==> src/rtl/sguard_pkg.sv <==
package sguard_pkg;
  localparam logic [7:0] CMD_PROTECT = 8'h60;
  localparam logic [7:0] CMD_VERIFY  = 8'h40;

  typedef struct packed {
    logic loadSector;
    logic busOn;
    logic verifyCmd;
    logic capture;
  } sgStrobe_t;

  typedef enum logic [3:0] {
    ST_IDLE, ST_SETUP, ST_PROT, ST_WAIT, ST_VERIFY,
    ST_READ, ST_RESET, ST_DONE, ST_FAIL
  } sgState_t;
endpackage

==> src/rtl/sguard_dp.sv <==
module sguard_dp
  import sguard_pkg::*;
#(
  parameter int ADDR_W   = 19,
  parameter int DATA_W   = 16,
  parameter int SECT_W   = 7,
  parameter int SECT_LSB = 12
) (
  input  logic              clk,
  input  logic              rstN,
  input  sgStrobe_t         strobe,
  input  logic [SECT_W-1:0] sectorIn,
  input  logic [DATA_W-1:0] flashDin,
  output logic [ADDR_W-1:0] flashAddr,
  output logic [DATA_W-1:0] flashDout,
  output logic              okBit
);
  localparam logic [ADDR_W-1:0] LOW_PATTERN = ADDR_W'(2);

  logic [SECT_W-1:0] sectorReg;

  always_ff @(posedge clk) begin
    if (!rstN) begin
      sectorReg <= '0;
      okBit     <= 1'b0;
    end else begin
      if (strobe.loadSector) sectorReg <= sectorIn;
      if (strobe.capture)    okBit     <= flashDin[0];
    end
  end

  always_comb begin
    flashAddr = '0;
    flashDout = '0;
    if (strobe.busOn) begin
      flashAddr = (ADDR_W'(sectorReg) << SECT_LSB) | LOW_PATTERN;
      flashDout = DATA_W'(strobe.verifyCmd ? CMD_VERIFY : CMD_PROTECT);
    end
  end
endmodule

==> src/rtl/sguard_ctrl.sv <==
module sguard_ctrl
  import sguard_pkg::*;
#(
  parameter int WE_CYC   = 4,
  parameter int RD_CYC   = 2,
  parameter int WAIT_CYC = 50000,
  parameter int MAX_TRY  = 25,
  parameter int RST_CYC  = 4
) (
  input  logic      clk,
  input  logic      rstN,
  input  logic      startReq,
  input  logic      okBit,
  output sgStrobe_t strobe,
  output logic      busy,
  output logic      doneP,
  output logic      failP,
  output logic      flashWeN,
  output logic      flashOeN,
  output logic      flashRstN
);
  localparam int M1      = (WE_CYC > RD_CYC) ? WE_CYC : RD_CYC;
  localparam int M2      = (M1 > RST_CYC) ? M1 : RST_CYC;
  localparam int CNT_MAX = (M2 > WAIT_CYC) ? M2 : WAIT_CYC;
  localparam int CNT_W   = $clog2(CNT_MAX + 1);
  localparam int TRY_W   = $clog2(MAX_TRY + 1);

  sgState_t          state;
  logic [CNT_W-1:0]  cnt;
  logic [TRY_W-1:0]  tryCnt;
  logic              passFlag;
  logic              inWrite;

  always_ff @(posedge clk) begin
    if (!rstN) begin
      state    <= ST_IDLE;
      cnt      <= '0;
      tryCnt   <= '0;
      passFlag <= 1'b0;
    end else begin
      cnt <= cnt + 1'b1;
      unique case (state)
        ST_IDLE: begin
          cnt <= '0;
          if (startReq) begin
            state  <= ST_SETUP;
            tryCnt <= '0;
          end
        end
        ST_SETUP: if (cnt == CNT_W'(WE_CYC)) begin
          state <= ST_PROT;
          cnt   <= '0;
        end
        ST_PROT: if (cnt == CNT_W'(WE_CYC)) begin
          state  <= ST_WAIT;
          cnt    <= '0;
          tryCnt <= tryCnt + 1'b1;
        end
        ST_WAIT: if (cnt == CNT_W'(WAIT_CYC - 1)) begin
          state <= ST_VERIFY;
          cnt   <= '0;
        end
        ST_VERIFY: if (cnt == CNT_W'(WE_CYC)) begin
          state <= ST_READ;
          cnt   <= '0;
        end
        ST_READ: if (cnt == CNT_W'(RD_CYC - 1)) begin
          cnt <= '0;
          if (okBit) begin
            state    <= ST_RESET;
            passFlag <= 1'b1;
          end else if (tryCnt == TRY_W'(MAX_TRY)) begin
            state    <= ST_RESET;
            passFlag <= 1'b0;
          end else begin
            state <= ST_PROT;
          end
        end
        ST_RESET: if (cnt == CNT_W'(RST_CYC - 1)) begin
          state <= passFlag ? ST_DONE : ST_FAIL;
          cnt   <= '0;
        end
        ST_DONE, ST_FAIL: state <= ST_IDLE;
        default: state <= ST_IDLE;
      endcase
    end
  end

  always_comb begin
    inWrite           = (state == ST_SETUP) || (state == ST_PROT) || (state == ST_VERIFY);
    flashWeN          = !(inWrite && (cnt < CNT_W'(WE_CYC)));
    flashOeN          = (state != ST_READ);
    flashRstN         = (state != ST_RESET);
    busy              = (state != ST_IDLE);
    doneP             = (state == ST_DONE);
    failP             = (state == ST_FAIL);
    strobe.loadSector = (state == ST_IDLE) && startReq;
    strobe.busOn      = inWrite || (state == ST_WAIT) || (state == ST_READ);
    strobe.verifyCmd  = (state == ST_VERIFY);
    strobe.capture    = (state == ST_READ) && (cnt == CNT_W'(RD_CYC - 2));
  end
endmodule

==> src/rtl/sector_guard_seq.sv <==
module sector_guard_seq
  import sguard_pkg::*;
#(
  parameter int ADDR_W   = 19,
  parameter int DATA_W   = 16,
  parameter int SECT_W   = 7,
  parameter int SECT_LSB = 12,
  parameter int WE_CYC   = 4,
  parameter int RD_CYC   = 2,
  parameter int WAIT_CYC = 50000,
  parameter int MAX_TRY  = 25,
  parameter int RST_CYC  = 4
) (
  input  logic              clk,
  input  logic              rstN,
  input  logic              startReq,
  input  logic [SECT_W-1:0] sectorIn,
  output logic              busy,
  output logic              doneP,
  output logic              failP,
  output logic [ADDR_W-1:0] flashAddr,
  output logic [DATA_W-1:0] flashDout,
  input  logic [DATA_W-1:0] flashDin,
  output logic              flashWeN,
  output logic              flashOeN,
  output logic              flashRstN
);
  sgStrobe_t strobe;
  logic      okBit;

  sguard_ctrl #(
    .WE_CYC(WE_CYC), .RD_CYC(RD_CYC), .WAIT_CYC(WAIT_CYC),
    .MAX_TRY(MAX_TRY), .RST_CYC(RST_CYC)
  ) ctrl (
    .clk(clk), .rstN(rstN), .startReq(startReq), .okBit(okBit),
    .strobe(strobe), .busy(busy), .doneP(doneP), .failP(failP),
    .flashWeN(flashWeN), .flashOeN(flashOeN), .flashRstN(flashRstN)
  );

  sguard_dp #(
    .ADDR_W(ADDR_W), .DATA_W(DATA_W), .SECT_W(SECT_W), .SECT_LSB(SECT_LSB)
  ) dp (
    .clk(clk), .rstN(rstN), .strobe(strobe), .sectorIn(sectorIn),
    .flashDin(flashDin), .flashAddr(flashAddr), .flashDout(flashDout),
    .okBit(okBit)
  );
endmodule

==> config.mk <==
export PLATFORM = sky130hd
export DESIGN_NAME = sector_guard_seq
export DESIGN_NICKNAME = d
export VERILOG_FILES = /design/src/rtl/sguard_pkg.sv /design/src/rtl/sguard_dp.sv /design/src/rtl/sguard_ctrl.sv /design/src/rtl/sector_guard_seq.sv
export SDC_FILE = /design/constraint.sdc
export NUM_CORES = 1
export LEC_CHECK = 0
export BUFFER_PORTS_ARGS = -buffer_cell sky130_fd_sc_hd__buf_4
export CAP_MARGIN = 10
export CORE_MARGIN = 2
export CORE_UTILIZATION = 46
export DETAILED_ROUTE_END_ITERATION = 6
export PLACE_DENSITY = 0.77
export SLEW_MARGIN = 40
export SYNTH_ARGS = -nofsm -noshare
export SYNTH_HDL_FRONTEND = slang
export SYNTH_HIERARCHICAL = 1
export SYNTH_SLANG_ARGS = --single-unit
export TNS_END_PERCENT = 50
==> constraint.sdc <==
create_clock -name clk -period 2.24 [get_ports clk]
set_input_delay 0.224 -clock clk [delete_from_list [all_inputs] [get_ports clk]]
set_output_delay 0.224 -clock clk [all_outputs]
set_load 0.03 [all_outputs]
== Yosys cells after proc, flatten, opt, wreduce, memory -nomap -nowiden ==
Cells that the tools add are included.

* Input port bits: 26
* Register bits: 34
* Word-level logic and storage cells: 72
* Output and inout port bits: 41

* Muxes and demuxes: 24
* Equal/unequal tests: 22
* $lt $le $gt $ge: 1
* $add $sub $neg: 2
* Reduce and logical (&&, ||, !) cells: 17

{| class="wikitable"
|+ Operator list
! operator !! count
|-
| two-way mux 16 bit || 5
|-
| case mux 16 bit (5 select lines) || 1
|-
| two-way mux 4 bit || 9
|-
| case mux 4 bit (7 select lines) || 1
|-
| two-way mux 19 bit || 1
|-
| adder 16 x 1 -> 16 bit, second input constant || 1
|-
| equality test 16 x 1 -> 1 bit, second input constant || 1
|-
| equality test 16 bit, second input constant || 1
|-
| equality test 16 x 2 -> 1 bit, second input constant || 1
|-
| equality test 16 x 3 -> 1 bit, second input constant || 1
|-
| equality test 4 x 3 -> 1 bit, second input constant || 4
|-
| zero test 16 bit || 1
|-
| < comparator 16 x 3 -> 1 bit, second input constant || 1
|-
| two-way mux 5 bit || 2
|-
| != test 2 x 1 -> 1 bit, second input constant || 5
|-
| case mux 5 bit (2 select lines) || 1
|-
| equality test 4 x 2 -> 1 bit, second input constant || 2
|-
| != test 4 x 3 -> 1 bit, second input constant || 2
|-
| AND reduction 7 bit || 1
|-
| two-way mux 6 bit || 1
|-
| AND reduction 3 bit || 2
|-
| adder 5 x 1 -> 5 bit, second input constant || 1
|-
| equality test 5 bit, second input constant || 1
|-
| equality test 4 x 1 -> 1 bit, second input constant || 1
|-
| other kinds (11) || 19
|}

== Logic depth before layout (Yosys ltp) ==
Gate-level depths: netlist of run 1.

* Word-level depth: 6
* Gate-level depth with buffers: 8
* Gate-level depth less buffers: 7

== By module ==
Netlist of run 1, hierarchy kept.

{| class="wikitable"
|+ By module, submodules not included
! module !! times used !! sequential area each (sq um) !! area each (sq um) !! cells each
|-
| sguard_ctrl || 1 || 520.5 || 1,471.4 || 174
|-
| sguard_dp || 1 || 160.2 || 558.0 || 61
|}

== Least setup slack after synthesis of run 1 ==
Ideal clock, no wire load.

* Path kind: register to register
* Start point: register ctrl.cnt[11]
* End point: register ctrl.cnt[12]
* Library setup time: 115 ps
* Setup slack: -114 ps
* Buffers on the path: 1
* Data arrival time: 2,239 ps
* Period minus slack after synthesis: 2,354 ps
* Cell stages (with the launch flop): 7
* Data required time: 2,125 ps
* Path through: dfxtp_1 > or4_4 > or4_4 > o2bb2ai_2 > o41ai_4 > buf_6 > nor2_1

* Word-level cells in the longest chain between the ends: 3
* Elaborated cells between the ends (all ways): 10
* Those cells by class: 1 x add/sub; 4 x eq/ne; 5 x mux

{| class="wikitable"
|+ RTL lines
! what !! line !! RTL
|-
| from (decl) || sguard_ctrl.sv:29 || <nowiki>logic [CNT_W-1:0] cnt;</nowiki>
|-
| from (signal assigned) || sguard_ctrl.sv:41 || <nowiki>cnt <= cnt + 1'b1;</nowiki>
|-
| adder 16 x 1 -> 16 bit (tied with other cells) || sguard_ctrl.sv:41 ||
|-
| two-way mux 16 bit, on equally long branches || n/a ||
|-
| case mux 16 bit (5 select lines) (*) || sguard_ctrl.sv:42 || <nowiki>unique case (state)</nowiki>
|}

Every way passes the cells marked *; elsewhere a longest branch is shown, timed or not.
A chain may end at the register's enable or synchronous reset.

== Worst setup path in the final report of run 1 ==
* Start point: register ctrl.cnt[5]
* End point: register ctrl.state[2]

* Word-level cells in the longest chain between the ends: 3
* Elaborated cells between the ends (all ways): 11
* Those cells by class: 10 x eq/ne; 1 x reduce/logical

{| class="wikitable"
|+ RTL lines
! what !! line !! RTL
|-
| equality test 16 x 3 -> 1 bit (tied with other cells) || sguard_ctrl.sv:50, sguard_ctrl.sv:54, sguard_ctrl.sv:63 ||
|-
| != test 2 bit (no source line) / != test 2 x 1 -> 1 bit (equally long branches) || n/a ||
|-
| AND reduction 7 bit (no source line) (*) || n/a ||
|-
| to (signal assigned) || sguard_ctrl.sv:80 || <nowiki>state <= passFlag ? ST_DONE : ST_FAIL;</nowiki>
|-
| to (decl) || sguard_ctrl.sv:28 || <nowiki>sgState_t state;</nowiki>
|}

Marked as above.

==> flow_summary.yaml, run 1 <==
outcome:
  run_status: "complete, but fails checks"
  violations: "setup timing"
setup_path:
  critPathBufInv: 0
  cp-endpoint: "ctrl/state[2]"
  startpoint: "ctrl/cnt[5]"
  rrSetupSlack_ns: -0.11
  start_kind: "flip-flop"
  end_kind: "flip-flop"
  crit_type: "reg2reg"
  worstReg2RegStart: "ctrl/cnt[5]"
  critPathMaxStageDelay_ns: 0.60
  r2r_cells: 5
  cp.required_ns: 2.42
  cp_max_fo: 5
  crit_chain: "or4_4, or4_4, o2bb2ai_4, or4_4, mux2i_1"
  cpMaxStageDelayCell: "or4_4"
  crit_top_cell: "or4_4"
  cp.depth: 5
  worstPathArrival_ns: 2.53
  r2r_end: "ctrl/state[2]"
  path_delay_family: "simple AND/OR/NAND/NOR gates"
floorplanning:
  dieArea_um2: 4960
  num_io_pins: 67
  row_count: 24
  dieWidth_um: 70.4
  coreArea_um2: 4290
  initial_core_util_pct: 47.3
  die_h_um: 70.4
flow_run:
  drv_cap: 0
layout:
  layout.cells.non_filler: 338
  nFillCells: 389
  fin_nets: 316
  register_area_um2: 683
  syn_to_final_growth_pct: 22.4
  num_antenna_cells: 0
  multi_input_area_um2: 1200
  fin_util_pct: 57.9
  drive_gt1_share_pct: 27.3
yosys:
  synth_commonest_cells: "dfxtp_1, buf_4, nor2_1, nand2_1, inv_1"
  synth_top_cell_by_area: "dfxtp_1"
  syn_inst: 235
  syn_area_um2: 2030
  ys_types: 42
  synth.top_cell.area_share_pct: 33.5
  ys_seq_area_share_pct: 33.5
  yosys-top-cells-area: "dfxtp_1, buf_4, mux2i_1"
  yosysMostFrequentCell: "dfxtp_1"
  yosysWarnings: 6
  ys_async_sr_fraction_pct: 0
  synth-edff-count: 0
  synth_flop_cell: "dfxtp_1"
  synth-seq-cells: 34
  postSynthAreaPerCell_um2: 8.64
drt:
  wl_per_cell_um: 12.4
  first_pass_iters: 4
  ant_nets: 0
  wirelength_mm: 4.20
  drc_errors: 0
  drt_iter0_markers: 87
  num_vias: 1702
  viasPerCell: 5.04
clock_network:
  ctsHtreeMaxLevel: 2
  clk_pin_slew_worst_paths_ns: 0.07
  holdBufCountCts: 0
  clock_sinks: 34
  cts.path.max_buffers: 2
  clock-root-buffer: "clkbuf_8"
  cts_buffers: 5
  insertion_delay_ns: 0.29
  cts_tree: "yes"
pwr:
  p_total_mw: 2.30
  p_leak_nw: 1.07
  internal-power_mw: 1.38
  p_comb_share_pct: 48.4
  p_sw_mw: 0.926
  pwr-share-clk_pct: 20.5
  p_per_area_nw_per_um2: 926
  ir_drop_v: 0.000356
  p_sw_share_pct: 40.2
  power_frac_seq_pct: 31.2
sta:
  finalClockSkew_ns: 0.00374
  clock.fmax_mhz: 426
  fin_crit_sh_pct: 105
  rsz0062_at_grt: "true"
  maxSlewViolCount: 0
  hold_viol: 0
  final-setup-viol-count: 22
  finalSetupTns_ns: -1.00
  fin_ws_ns: -0.105
  fin_crit_ns: 2.35
placed_design:
  gp_congestion: 0.796
  hpwl_mm: 3.14
  placedCellCount: 329
  io_buffer_count: 26
global_route:
  grt_start_max_net_pins: 17
  antenna_found_initial: 0
  grt_overflow_total: 0
  grt_pass1_vias: 1621
  grt_usage_pct: 17.6
  grt_pass1_wl_mm: 6.93
worst_hold_path:
  min-delay-path-class: "in2reg"
==> routing by layer <==
layer  up-vias  share of wire [%]  track usage [%]  wire length, um
li1        856                  -                -                -
met2        55                 50             30.2             2110
met5         -                  0                0                0
met4         0                2.3             9.83               98
met3        11                5.9             3.90              249
met1       780                 41             19.9             1740
==> flip-flops by register name, indices dropped and copies added, names as in the netlist <==
name	flops
dp/okBit	1
ctrl/tryCnt	5
ctrl/passFlag	1
ctrl/cnt	16
dp/sectorReg	7
ctrl/state	4
==> cell families (layout without fill, tap and decap cells) <==
family                     count (synthesis)  in the layout  share of synthesized area, %
xor gates and xnor gates                  16             16                          6.91
muxes                                     10             10                          4.93
other                                      1             25                         0.185
adders and majority gates                  5              5                          3.08
AOI/OAI and AO/OA                         24             24                          9.80
and+or+nand+nor                          100            100                          27.5
buffers and inverters                     45             72                          14.1
DFF                                       34             34                          33.5
==> power by group through the flow <==
stage	combinational [mW]	sequential [mW]	clock, mW
after global routing	1.20	0.729	0.507
final	1.11	0.718	0.471
after global placement	1.06	0.726	0
after CTS	1.11	0.718	0.484
after floorplan	0.841	0.714	0
after detailed placement	1.09	0.732	0
==> metrics by stage <==
step / setup WS, ns / area, um^2 / hold slack (ns)
after floorplan: -0.0893 / 2150 / 0.347
after global placement: -0.113 / 2370 / 0.450
after detailed placement: -0.193 / 2370 / 0.453
after CTS: -0.107 / 2470 / 0.190
after global routing: -0.157 / 2480 / 0.201
final: -0.105 / 2480 / 0.196
==> worst register-to-register path, cell delays in order, from the launching register on <==
cell       delay (ns)
dfxtp_1          0.32
or4_4            0.57
or4_4            0.60
o2bb2ai_4        0.17
or4_4            0.46
mux2i_1          0.13
==> worst min-delay path by stage <==
stage	start	endpoint	slack, ns	depth (start not counted)
2_1_floorplan	rstN	ctrl/state[0]	0.35	2
3_3_place_gp	ctrl/passFlag	ctrl/state[3]	0.45	1
3_5_place_dp	ctrl/passFlag	ctrl/state[3]	0.45	1
4_1_cts	sectorIn[0]	dp/sectorReg[0]	0.19	3
5_1_grt	flashDin[0]	dp/okBit	0.20	3
6_report	flashDin[0]	dp/okBit	0.20	3
==> cell type report <==
| type | count | area share [%] |
|---|---|---|
| clock buffers | 7 | 3.47 |
| flip-flops and latches | 34 | 27.5 |
| multi-input cells | 180 | 48.3 |
| clock inverters | 1 | 0.201 |
| inverters | 13 | 1.96 |
| well taps | 52 | 2.62 |
| repair buffers | 51 | 15.9 |
==> placed cells by master, fill, tap and decap left out, types with 2 or more instances in the layout <==
cell type   n
conb_1     25
dfxtp_1    32
xnor2_1     8
and2_1      7
nand4_1     4
dfxtp_2     2
ha_1        4
clkbuf_8    6
nand2_1    17
o21ai_0     2
and3_1      5
nand3_1     8
nor3_1      4
or3_1       3
inv_1      11
a211oi_1    2
xor2_1      8
mux2i_1    10
nor4_1      3
buf_4      50
o2111ai_1   2
inv_2       2
or4_1       3
nor2_1     23
o21ai_1     2
nor2b_1    12
a21oi_2     4
or4_4       4
a21oi_1     3
==> timing repair <==
| item | CTS | global route |
|---|---|---|
| pin swaps | 7 | 0 |
| gates resized for setup | 0 | 4 |
| endpoints found under the hold margin | 0 | 0 |
| setup buffers | 1 | 0 |
| setup endpoints to repair | 23 | 23 |
Note: power is estimated with default switching activity, not from simulation.
==> inputs of run 2 (changes only) <==
Settings changed: ABC_AREA from default to 1, CORE_MARGIN 2 to default, CORE_UTILIZATION 46 to 47.
==> run 2 against run 1 <==
Net effect: the flow finishes with violations (DRC); total power is 8.2% higher; cell area is 1.7% lower; worst setup slack better by 0.32 ns.
==> flow_summary.yaml, run 2 <==
placed_design:
  gp_congestion: 0.863
  hpwl_mm: 3.05
  io_buffer_count: 26
  dp_slack_ns: 0.521
clock_network:
  holdBufCountCts: 0
  post_cts.repair.setup_buffers: 0
  insertion_delay_ns: 0.29
  ctsResizeCount: 0
  clock-root-buffer: "clkbuf_8"
  clk_pin_slew_worst_paths_ns: 0.07
  cts.path.max_buffers: 2
  cts_tree: "yes"
  ctsHtreeMaxLevel: 2
  cts_buffers: 5
  clock_sinks: 34
drt:
  wirelength_mm: 4.11
  viasPerCell: 4.67
  drc_errors: 6
  drt_iter0_markers: 80
  wl_per_cell_um: 9.75
  first_pass_iters: 6
  num_vias: 1971
  ant_nets: 0
setup_path:
  worstPathArrival_ns: 1.80
  crit_chain: "nor2_1, inv_1, nor2_1, inv_1, nand4_1, inv_1, nor2_1, buf_4"
  end_kind: "output pin"
  cp.required_ns: 2.02
  start_kind: "flip-flop"
  crit_type: "reg2out"
  cp_max_fo: 10
  critPathMaxStageDelay_ns: 0.34
  cpMaxStageDelayCell: "dfxtp_1"
global_route:
  grt_usage_pct: 17.8
  grt_pass1_wl_mm: 7.14
  grt_start_max_net_pins: 19
  antenna_found_initial: 0
  grt_pass1_vias: 1716
  grt_overflow_total: 0
sta:
  finalClockSkew_ns: 0.00339
  fin_crit_ns: 2.02
  rsz0062_at_grt: "false"
  hold_viol: 0
  final-setup-viol-count: 0
  clock.fmax_mhz: 494
  maxSlewViolCount: 0
  fin_crit_sh_pct: 90.4
  finalSetupTns_ns: 0
  fin_ws_ns: 0.216
yosys:
  ys_seq_area_share_pct: 30.3
  synth_flop_cell: "dfxtp_1"
  syn_area_um2: 2250
  synth.top_cell.area_share_pct: 30.3
  synth-edff-count: 0
  yosysWarnings: 6
  postSynthAreaPerCell_um2: 6.53
  yosys-top-cells-area: "dfxtp_1, nand2_1, nor2_1"
  synth_commonest_cells: "nand2_1, nor2_1, inv_1, dfxtp_1, buf_4"
  synth_top_cell_by_area: "dfxtp_1"
  synth-seq-cells: 34
  yosysMostFrequentCell: "nand2_1"
  ys_types: 26
  syn_inst: 344
  ys_async_sr_fraction_pct: 0
layout:
  largest_reg_flops: 16
  final_cell_mix: "nand2_1, nor2_1, inv_1, dfxtp_1, buf_4"
  syn_to_final_growth_pct: 8.74
  num_antenna_cells: 0
  drive_gt1_share_pct: 17.6
  top_regs: "ctrl/cnt (16), dp/sectorReg (7), ctrl/tryCnt (5)"
  largest_register: "ctrl/cnt"
  final_common_cell: "nand2_1"
  fin_nets: 400
  fin_util_pct: 54.6
outcome:
  run_status: "complete, but fails checks"
  violations: "DRC"
floorplanning:
  initial_core_util_pct: 50.2
  dieWidth_um: 71.1
  coreArea_um2: 4470
  row_count: 24
  dieArea_um2: 5060
  die_h_um: 71.1
  num_io_pins: 67
pwr:
  ir_drop_v: 0.000555
  p_total_mw: 2.49
  p_per_area_nw_per_um2: 1020
  p_leak_nw: 1.20
flow_run:
  drv_cap: 0
worst_hold_path:
  min-delay-path-class: "in2reg"
run 2: through the flow:
step	instance area, um^2	cells	hold WS [ns]
2_1_floorplan	2340	368	0.412
3_3_place_gp	2350	414	0.458
3_5_place_dp	2350	414	0.463
4_1_cts	2440	422	0.207
5_1_grt	2440	422	0.228
6_report	2440	422	0.212
run 2: worst max-delay path, delay by kind of cell (launching register included):
family,cells,cell delay [ns]
AND/OR/NAND/NOR,4,0.74
flip-flops,1,0.34
buffers and inverters,4,0.43
run 2: cells by family (layout without fill, tap and decap cells):
family                     after synthesis  count (layout)  share of synthesized area (%)
and+or+nand+nor                        190             190                           38.1
buffers and inverters                   87              89                           20.5
DFF                                     34              34                           30.3
AOI/OAI and AO/OA                       15              15                           3.45
xor gates and xnor gates                12              12                           4.68
adders and majority gates                5               5                           2.78
other                                    1              25                          0.167
run 2: path summary, 6_finish.rpt:
path                                       from  slack [ns]  depth (start not counted)               to
worst min-delay path                sectorIn[6]        0.21                          5  dp/sectorReg[6]
worst max register to register      ctrl/cnt[0]        0.49                         10    ctrl/state[2]
worst min register to register  dp/sectorReg[1]        0.48                          2  dp/sectorReg[1]
worst max-delay path              ctrl/state[3]        0.22                          8     flashDout[5]
run 2: layer usage:
layer | routed length, um | vias to the layer above | track usage (%)
met4 | 93 | 0 | 8.89
met1 | 1930 | 855 | 21.3
li1 | - | 1028 | -
met2 | 1850 | 75 | 29.3
met5 | 0 | - | 0
met3 | 237 | 13 | 4.99
run 2: area by class of cell:
type	instances	area, um^2
clock inverter	2	12.5
clock buffer	6	82.6
inverter	54	204
fill	419	2030
sequential	34	681
timing repair buffer	27	203
multi-input combinational	247	1200
tap	52	65.1
run 2: where the power goes:
group | switching (mW) | internal (mW)
logic | 0.865 | 0.384
registers | 0.0725 | 0.690
clock network | 0.234 | 0.247
total | 1.17 | 1.32
==> inputs of run 3 (changes only) <==
Settings changed: MAX_ROUTING_LAYER from default to met4.
==> run 3 against run 2 <==
Net effect: cell area did not move; first-iteration DRC count fell by 15%; utilization did not move; the run still ends with DRC left; combinational power barely moved; via count fell by 1.4%; cell count did not move; sequential share of layout area did not move; sequential power barely moved; largest cell class unchanged; critical path depth fell by 2; sequential cell count did not move; worst setup slack improved by 0.020 ns; register-to-register slack got worse by 0.02 ns.
==> flow_summary.yaml, run 3 (same netlist as run 2, synthesis figures left out) <==
floorplanning:
  dieArea_um2: 5060
  coreArea_um2: 4470
  num_io_pins: 67
  row_count: 24
  initial_core_util_pct: 50.2
  dieWidth_um: 71.1
  die_h_um: 71.1
outcome:
  run_status: "complete, but fails checks"
  violations: "DRC"
drt:
  num_vias: 1943
  wl_per_cell_um: 9.73
  viasPerCell: 4.60
  drc_errors: 6
  wirelength_mm: 4.11
  ant_nets: 0
  first_pass_iters: 6
  drt_iter0_markers: 68
layout:
  largest_register: "ctrl/cnt"
  num_antenna_cells: 0
  final_common_cell: "nand2_1"
  drive_gt1_share_pct: 17.6
  fin_nets: 400
  fin_area_um2: 2440
  syn_to_final_growth_pct: 8.74
  largest_reg_flops: 16
  top_regs: "ctrl/cnt (16), dp/sectorReg (7), ctrl/tryCnt (5)"
  final_cell_mix: "nand2_1, nor2_1, inv_1, dfxtp_1, buf_4"
  nFillCells: 442
worst_hold_path:
  min-delay-path-class: "in2reg"
  hold_depth: 5
global_route:
  grt_start_max_net_pins: 19
  grt_pass1_wl_mm: 7.11
  grt_pass1_vias: 1635
  grt_overflow_total: 0
  antenna_found_initial: 0
  grt_usage_pct: 18.2
sta:
  hold_viol: 0
  fin_crit_sh_pct: 89.4
  final-setup-viol-count: 0
  maxSlewViolCount: 0
  rsz0062_at_grt: "false"
  finalClockSkew_ns: 0.00297
  finalSetupTns_ns: 0
  holdWs_ns: 0.221
  clock.fmax_mhz: 499
  fin_crit_ns: 2.00
placed_design:
  io_buffer_count: 26
  placed_cell_area_um2: 2350
  gp_congestion: 0.846
  hpwl_mm: 3.07
clock_network:
  insertion_delay_ns: 0.28
  clk_pin_slew_worst_paths_ns: 0.07
  clock-root-buffer: "clkbuf_8"
  ctsResizeCount: 0
  holdBufCountCts: 0
  post_cts.repair.setup_buffers: 0
  cts_tree: "yes"
  clock_sinks: 34
  ctsHtreeMaxLevel: 2
  cts.path.max_buffers: 2
  cts_buffers: 5
setup_path:
  worstReg2RegStart: "ctrl/cnt[0]"
  rrSetupSlack_ns: 0.47
  r2r_end: "ctrl/cnt[14]"
  worstPathArrival_ns: 1.78
  cp-endpoint: "flashAddr[17]"
  cp.required_ns: 2.02
  end_kind: "output pin"
  start_kind: "flip-flop"
  cp_max_fo: 10
  startpoint: "ctrl/state[0]"
  crit_type: "reg2out"
  r2r_cells: 8
pwr:
  ir_drop_v: 0.000546
  p_per_area_nw_per_um2: 1020
  p_leak_nw: 1.20
flow_run:
  drv_cap: 0
## run 3: metal layers
layer,wire length (um),GRT usage (%),vias up
met5,0,-,-
met4,61,6.00,0
met3,214,4.27,5
met2,1950,28.6,67
met1,1880,22.9,842
li1,-,-,1029
## run 3: how the worst min path moves through the flow
stage                          from         endpoint  slack, ns
global placement    dp/sectorReg[4]  dp/sectorReg[4]       0.46
CTS                     sectorIn[4]  dp/sectorReg[4]       0.22
finish                  sectorIn[4]  dp/sectorReg[4]       0.22
floorplan               flashDin[0]         dp/okBit       0.41
detailed placement  dp/sectorReg[4]  dp/sectorReg[4]       0.47
global route            sectorIn[0]  dp/sectorReg[0]       0.24
## run 3: cell type report
| type | instances | area, um^2 | area share, % |
|---|---|---|---|
| Tap cell | 52 | 65.1 | 2.66 |
| Sequential cell | 34 | 681 | 27.9 |
| Multi-Input combinational cell | 247 | 1200 | 49.0 |
| Clock buffer | 6 | 82.6 | 3.38 |
| Clock inverter | 2 | 12.5 | 0.512 |
| Timing Repair Buffer | 27 | 203 | 8.29 |
| Inverter | 54 | 204 | 8.35 |
## run 3: power by group
group / internal, mW / switching (mW) / total (mW)
logic: 0.384 / 0.868 / 1.25
registers: 0.690 / 0.0690 / 0.759
clock network: 0.247 / 0.226 / 0.473
## run 3: stage by stage
step	worst slack (ns)	cells	util (%)	power [mW]
2_1_floorplan	0.424	368	-	1.81
3_3_place_gp	0.550	414	52.5	2.00
3_5_place_dp	0.507	414	52.5	2.02
4_1_cts	0.236	422	54.6	2.50
5_1_grt	0.0294	422	54.6	2.67
6_report	0.236	422	54.6	2.48
## run 3: critical path, stage by stage (launching register included)
cell and delay, ns:
dfxtp_1 0.44, nand2_1 0.16, nand3_2 0.13, nand4_1 0.37, nand2_1 0.18, inv_1 0.06, buf_4 0.16
